**config.mk**
```make
export PLATFORM = sky130hd
export DESIGN_NAME = uart_frame_tx
export DESIGN_NICKNAME = d
export VERILOG_FILES = /design/src/rtl/uart_tx_pkg.sv /design/src/rtl/uart_tx_hold.sv /design/src/rtl/uart_tx_parity.sv /design/src/rtl/uart_tx_seq.sv /design/src/rtl/uart_frame_tx.sv
export SDC_FILE = /design/constraint.sdc
export NUM_CORES = 1
export LEC_CHECK = 0
export BUFFER_PORTS_ARGS = -buffer_cell sky130_fd_sc_hd__clkbuf_2
export CAP_MARGIN = 25
export CORE_AREA = 8 8 67 69
export DETAILED_ROUTE_END_ITERATION = 10
export DIE_AREA = 0 0 75 77
export GPL_ROUTABILITY_DRIVEN = 0
export GPL_TIMING_DRIVEN = 0
export HOLD_SLACK_MARGIN = 0.02
export PLACE_DENSITY = 0.74
export RECOVER_POWER = 50
export SLEW_MARGIN = 15
export SYNTH_ARGS = -nofsm -noshare
export SYNTH_HDL_FRONTEND = slang
export SYNTH_SLANG_ARGS = --single-unit
```
**constraint.sdc**
```tcl
create_clock -name clk -period 2.87 [get_ports clk]
set_input_delay 0.287 -clock clk [delete_from_list [all_inputs] [get_ports clk]]
set_output_delay 0.287 -clock clk [all_outputs]
set_load 0.02 [all_outputs]
```
**src/rtl/uart_tx_pkg.sv**
```systemverilog
package uart_tx_pkg;

  localparam int LEN_W    = 3;
  localparam int MIN_BITS = 5;

  typedef enum logic [1:0] {
    PAR_NONE = 2'd0,
    PAR_EVEN = 2'd1,
    PAR_ODD  = 2'd2,
    PAR_OFF  = 2'd3
  } par_mode_t;

  typedef struct packed {
    logic [LEN_W-1:0] len_code;
    par_mode_t        par;
    logic             two_stop;
  } frame_cfg_t;

  typedef enum logic [2:0] {
    S_IDLE  = 3'd0,
    S_START = 3'd1,
    S_DATA  = 3'd2,
    S_PAR   = 3'd3,
    S_STOP  = 3'd4
  } tx_state_t;

endpackage

```
**src/rtl/uart_tx_hold.sv**
```systemverilog
module uart_tx_hold
  import uart_tx_pkg::*;
#(
  parameter int DATA_W = 9
) (
  input  logic              clk,
  input  logic              rst,
  input  logic              push_valid,
  output logic              push_ready,
  input  logic [DATA_W-1:0] push_data,
  input  frame_cfg_t        push_cfg,
  input  logic              pop,
  output logic              full,
  output logic [DATA_W-1:0] hold_data,
  output frame_cfg_t        hold_cfg
);

  logic              full_q;
  logic [DATA_W-1:0] data_q;
  frame_cfg_t        cfg_q;

  always_ff @(posedge clk) begin
    if (rst) begin
      full_q <= 1'b0;
      data_q <= '0;
      cfg_q  <= '0;
    end else if (push_valid && !full_q) begin
      full_q <= 1'b1;
      data_q <= push_data;
      cfg_q  <= push_cfg;
    end else if (pop) begin
      full_q <= 1'b0;
    end
  end

  assign push_ready = !full_q;
  assign full       = full_q;
  assign hold_data  = data_q;
  assign hold_cfg   = cfg_q;

endmodule

```
**src/rtl/uart_tx_parity.sv**
```systemverilog
module uart_tx_parity
  import uart_tx_pkg::*;
#(
  parameter  int DATA_W = 9,
  localparam int CNT_W  = $clog2(DATA_W + 1)
) (
  input  logic [DATA_W-1:0] data,
  input  logic [CNT_W-1:0]  nbits,
  input  par_mode_t         mode,
  output logic              par_en,
  output logic              par_bit
);

  logic [DATA_W-1:0] mask;

  for (genvar gi = 0; gi < DATA_W; gi++) begin : g_mask
    assign mask[gi] = (nbits > CNT_W'(gi));
  end

  assign par_en  = (mode == PAR_EVEN) || (mode == PAR_ODD);
  assign par_bit = (^(data & mask)) ^ (mode == PAR_ODD);

endmodule

```
**src/rtl/uart_tx_seq.sv**
```systemverilog
module uart_tx_seq
  import uart_tx_pkg::*;
#(
  parameter  int DATA_W = 9,
  localparam int CNT_W  = $clog2(DATA_W + 1)
) (
  input  logic              clk,
  input  logic              rst,
  input  logic              baud_tick,
  input  logic              avail,
  input  logic [DATA_W-1:0] ld_data,
  input  logic [CNT_W-1:0]  ld_nbits,
  input  logic              ld_par_en,
  input  logic              ld_par_bit,
  input  logic              ld_two_stop,
  output logic              pop,
  output logic              tx_out,
  output logic              tx_busy
);

  tx_state_t         state;
  logic [DATA_W-1:0] shreg;
  logic [CNT_W-1:0]  bits_left;
  logic              par_en_q;
  logic              par_bit_q;
  logic              two_q;
  logic              stop_more;
  logic              tx_q;
  logic              busy_q;
  logic              last_stop;

  assign last_stop = (state == S_STOP) && !stop_more;
  assign pop       = baud_tick && avail && ((state == S_IDLE) || last_stop);

  always_ff @(posedge clk) begin
    if (rst) begin
      state     <= S_IDLE;
      shreg     <= '0;
      bits_left <= '0;
      par_en_q  <= 1'b0;
      par_bit_q <= 1'b0;
      two_q     <= 1'b0;
      stop_more <= 1'b0;
      tx_q      <= 1'b1;
      busy_q    <= 1'b0;
    end else if (pop) begin
      state     <= S_START;
      shreg     <= ld_data;
      bits_left <= ld_nbits;
      par_en_q  <= ld_par_en;
      par_bit_q <= ld_par_bit;
      two_q     <= ld_two_stop;
      stop_more <= 1'b0;
      tx_q      <= 1'b0;
      busy_q    <= 1'b1;
    end else if (baud_tick) begin
      case (state)
        S_START: begin
          state     <= S_DATA;
          tx_q      <= shreg[0];
          shreg     <= shreg >> 1;
          bits_left <= bits_left - 1'b1;
        end
        S_DATA: begin
          if (bits_left != '0) begin
            tx_q      <= shreg[0];
            shreg     <= shreg >> 1;
            bits_left <= bits_left - 1'b1;
          end else if (par_en_q) begin
            state <= S_PAR;
            tx_q  <= par_bit_q;
          end else begin
            state     <= S_STOP;
            tx_q      <= 1'b1;
            stop_more <= two_q;
          end
        end
        S_PAR: begin
          state     <= S_STOP;
          tx_q      <= 1'b1;
          stop_more <= two_q;
        end
        S_STOP: begin
          if (stop_more) begin
            stop_more <= 1'b0;
          end else begin
            state  <= S_IDLE;
            tx_q   <= 1'b1;
            busy_q <= 1'b0;
          end
        end
        default: begin
          tx_q <= 1'b1;
        end
      endcase
    end
  end

  assign tx_out  = tx_q;
  assign tx_busy = busy_q;

endmodule

```
**src/rtl/uart_frame_tx.sv**
```systemverilog
module uart_frame_tx
  import uart_tx_pkg::*;
#(
  parameter  int DATA_W = 9,
  localparam int CNT_W  = $clog2(DATA_W + 1)
) (
  input  logic              clk,
  input  logic              rst,
  input  logic [DATA_W-1:0] in_data,
  input  logic              in_valid,
  output logic              in_ready,
  input  logic [LEN_W-1:0]  cfg_len,
  input  logic [1:0]        cfg_parity,
  input  logic              cfg_two_stop,
  input  logic              baud_tick,
  output logic              tx_out,
  output logic              tx_busy
);

  frame_cfg_t        in_cfg;
  frame_cfg_t        hold_cfg;
  logic [DATA_W-1:0] hold_data;
  logic              hold_full;
  logic              pop;
  logic [CNT_W-1:0]  nbits;
  logic              par_en;
  logic              par_bit;

  assign in_cfg = '{len_code: cfg_len, par: par_mode_t'(cfg_parity), two_stop: cfg_two_stop};

  uart_tx_hold #(.DATA_W(DATA_W)) i_hold (
    .clk        (clk),
    .rst        (rst),
    .push_valid (in_valid),
    .push_ready (in_ready),
    .push_data  (in_data),
    .push_cfg   (in_cfg),
    .pop        (pop),
    .full       (hold_full),
    .hold_data  (hold_data),
    .hold_cfg   (hold_cfg)
  );

  always_comb begin
    if (int'(hold_cfg.len_code) >= DATA_W - MIN_BITS) begin
      nbits = CNT_W'(DATA_W);
    end else begin
      nbits = CNT_W'(hold_cfg.len_code) + CNT_W'(MIN_BITS);
    end
  end

  uart_tx_parity #(.DATA_W(DATA_W)) i_parity (
    .data    (hold_data),
    .nbits   (nbits),
    .mode    (hold_cfg.par),
    .par_en  (par_en),
    .par_bit (par_bit)
  );

  uart_tx_seq #(.DATA_W(DATA_W)) i_seq (
    .clk         (clk),
    .rst         (rst),
    .baud_tick   (baud_tick),
    .avail       (hold_full),
    .ld_data     (hold_data),
    .ld_nbits    (nbits),
    .ld_par_en   (par_en),
    .ld_par_bit  (par_bit),
    .ld_two_stop (hold_cfg.two_stop),
    .pop         (pop),
    .tx_out      (tx_out),
    .tx_busy     (tx_busy)
  );

endmodule

```
==> flow_metrics.py <==
metrics = {
    "status": {
        "status": "complete, no violations",
    },
    "synthesis": {
        "synth.avg_cell_area_um2": 7.51,
        "ys_ff_latch": 38,
        "synthMuxAreaShare": 0,
        "synth_cells": 252,
        "synthAdderAreaFrac": 0.0317,
        "synth_top_family_by_area": "simple AND/OR/NAND/NOR gates",
        "ys_seq_area_frac": 0.402,
        "synth.distinct_cells": 39,
        "syn_area_um2": 1890,
        "synth-compound-area-share": 0.222,
        "synth-xor-area-share": 0.0185,
        "synth_nets": 275,
        "yosys_warnings": 0,
        "yosys.area_share.simple": 0.273,
    },
    "cts": {
        "path_clk_slew_ps": 110,
        "ctsHoldBuffers": 0,
        "cts-resized-gates": 0,
        "cts.sinks": 38,
        "cts-root-buf": "clkbuf_4",
        "cts_max_level": 2,
        "clk_latency_ps": 350,
        "post-cts-setup-buffers": 0,
        "cts_buffers": 5,
        "cts_tree": "yes",
        "cts.path.max_buffers": 2,
    },
    "floorplan": {
        "core_area_um2": 3500,
        "io_pins": 22,
        "die_h_um": 77,
        "die_w_um": 75,
        "initial_utilization": 0.542,
        "die-area_um2": 5780,
        "rows": 22,
    },
    "min_path": {
        "holdPathEnd": "i_hold.hold_cfg[4]",
        "hp-start": "cfg_len[1]",
        "min_path_cells": 3,
        "hp-class": "in2reg",
    },
    "job": {
        "maxCapViolCount": 0,
    },
    "sta": {
        "worst_slew_pin_slew_ps": 544,
        "max_slew_margin": 0.637,
        "rsz0062_at_grt": "no",
        "slew_violations": 0,
        "setup-violations-final": 0,
        "period_minus_slack_ps": 2380,
        "hold_viol_final": 0,
        "fin_setup_tns_ps": 0,
        "fin_crit_sh": 0.829,
        "clock-skew-final_ps": 6.62,
        "maxClockFrequency_mhz": 420,
    },
    "route": {
        "post_drt_wl_per_cell_um": 13.5,
        "routed_wl_um": 4440,
        "drc": 0,
        "antenna_left": 0,
        "drt-vias-per-instance": 5.44,
        "initialDrtViolationCount": 151,
        "drtPass1Iterations": 4,
        "vias": 1785,
    },
    "grt": {
        "grt_pass1_vias": 1624,
        "antenna_found_initial": 0,
        "grt_max_degree": 12,
        "grt_pass1_wl_um": 7310,
        "overflow": 0,
        "track_usage": 0.162,
    },
    "cells_and_area": {
        "area_growth_pct": 11.4,
        "layout.nets": 302,
        "mostFrequentLayoutCells": "63 x nand2_1, 38 x dfxtp_1, 29 x a21oi_1, 18 x nor2_1, 17 x clkbuf_2",
        "n_fill_cell": 347,
        "diodes": 0,
        "drive_gt1_frac": 0.104,
        "final_common_cell": "nand2_1",
    },
    "setup_path": {
        "r2r_end": "i_seq.par_bit_q",
        "worstSetupPathType": "reg2reg",
        "end_kind": "flip-flop",
        "cp.required_ps": 3140,
        "arrival_ps": 2650,
        "worst-r2r-cell-count": 9,
        "crit_fanout": 8,
        "reg2reg_slack_ps": 490,
        "cp-start-kind": "flip-flop",
        "rr_startpoint": "i_hold.hold_cfg[3]",
    },
    "power": {
        "leakage_nw": 0.744,
        "p_sw_mw": 0.332,
        "power_frac_seq": 0.544,
        "sw_frac_of_total": 0.302,
        "peakVddDrop_mv": 0.395,
        "p_int_mw": 0.765,
        "clock_power_share": 0.267,
        "combPwrFrac": 0.189,
        "p_per_area_nw_per_um2": 520,
        "total_power_mw": 1.10,
    },
    "placed_design": {
        "hpwlAfterDp_um": 3240,
        "portBuffers": 20,
    },
}
-- synth_stat cells --
master,count,area share
buf_2,2,0.0053
a21boi_1,1,0.0040
o21ai_0,9,0.024
a32oi_1,1,0.0046
clkbuf_1,11,0.022
and4b_1,1,0.0053
nor3b_1,1,0.0040
a41oi_1,1,0.0046
a2111oi_0,1,0.0046
maj3_1,1,0.0053
a311oi_1,9,0.042
nand4_1,1,0.0033
a31oi_1,1,0.0033
a22oi_1,2,0.0079
and4_1,2,0.0093
o21bai_1,1,0.0040
xnor2_1,4,0.019
nor4bb_2,1,0.0086
nand3_1,4,0.011
a211oi_1,4,0.016
nor4b_1,1,0.0046
or3_1,1,0.0033
o211ai_1,1,0.0040
dfxtp_1,38,0.40
a21oi_1,29,0.077
nor2_1,18,0.036
inv_1,13,0.026
nor2b_1,5,0.017
nor3_2,1,0.0053
o21a_1,1,0.0040
o311ai_1,1,0.0046
nor4_2,1,0.0066
nand2_1,63,0.12
ha_1,4,0.026
nor3_1,3,0.0079
or3b_1,1,0.0046
nand2b_1,2,0.0066
nand3b_1,4,0.016
o21ai_1,7,0.019
-- logic make-up after synthesis --
family | count (synthesis)
buffers and inverters | 26
XOR/XNOR | 4
flip-flops | 38
adder cells (fa/ha/maj) | 5
AO/OA/AOI/OAI | 69
AND/OR/NAND/NOR | 110
-- sequential cells by signal (all words and copies together) (netlist names), 3 cells and up --
register	count
i_hold.hold_cfg	6
i_hold.hold_data	9
i_seq.bits_left	4
i_seq.shreg	9
i_seq.state	3
-- critical path, cell delays in order, from the launching register on --
cell,delay (ps)
dfxtp_1,470
inv_1,110
ha_1,400
inv_1,60
maj3_1,320
a211oi_1,420
nor2_1,110
nand2_1,80
a21oi_1,80
nor4_2,250
-- per-layer routing --
| metal | up-vias | global-route usage | share of wire |
|---|---|---|---|
| met5 | - | 0 | 0 |
| met4 | 0 | 0.0902 | 0.015 |
| met3 | 5 | 0.0468 | 0.043 |
| met2 | 41 | 0.234 | 0.47 |
| met1 | 813 | 0.205 | 0.48 |
| li1 | 926 | - | - |
-- through the flow --
stage	setup WS, ps	utilization	cell area [um^2]	hold slack (ps)	instances
CTS	528	0.605	2110	140	328
global placement	601	0.587	2050	442	320
global route	286	0.603	2110	136	328
floorplan	780	-	1890	423	252
finish	490	0.603	2110	144	328
detailed placement	544	0.587	2050	451	320
-- worst max-delay path by stage --
stage | startpoint | endpoint | slack, ps | cells after the start
final | i_hold.hold_cfg[3] | i_seq.par_bit_q | 490 | 9
after global routing | i_hold.hold_cfg[3] | i_seq.par_bit_q | 290 | 9
after CTS | i_hold.hold_cfg[3] | i_seq.par_bit_q | 530 | 9
after detailed placement | i_hold.hold_cfg[3] | i_seq.par_bit_q | 540 | 9
after global placement | i_hold.hold_cfg[3] | i_seq.par_bit_q | 600 | 9
after floorplan | i_hold.hold_cfg[3] | i_seq.par_bit_q | 780 | 9
-- power by group through the flow --
stage               Combinational [mW]  Sequential (mW)  Clock (mW)
finish                           0.207            0.597       0.293
global placement                 0.201            0.607           0
global route                     0.232            0.601       0.323
floorplan                        0.154            0.600           0
detailed placement               0.206            0.608           0
CTS                              0.207            0.596       0.298
-- final cells by class --
| cell class | instances | area [um^2] | share of cell area |
|---|---|---|---|
| clock inverters | 1 | 5.00 | 0.00237 |
| inverters | 13 | 48.8 | 0.0231 |
| well taps | 48 | 60.1 | 0.0285 |
| plain buffers | 13 | 51.3 | 0.0243 |
| clock buffers | 7 | 55.1 | 0.0261 |
| repair buffers | 20 | 96.3 | 0.0457 |
| flip-flops and latches | 38 | 761 | 0.361 |
| multi-input cells | 188 | 1030 | 0.489 |
Power figures use the tool's default switching activity.
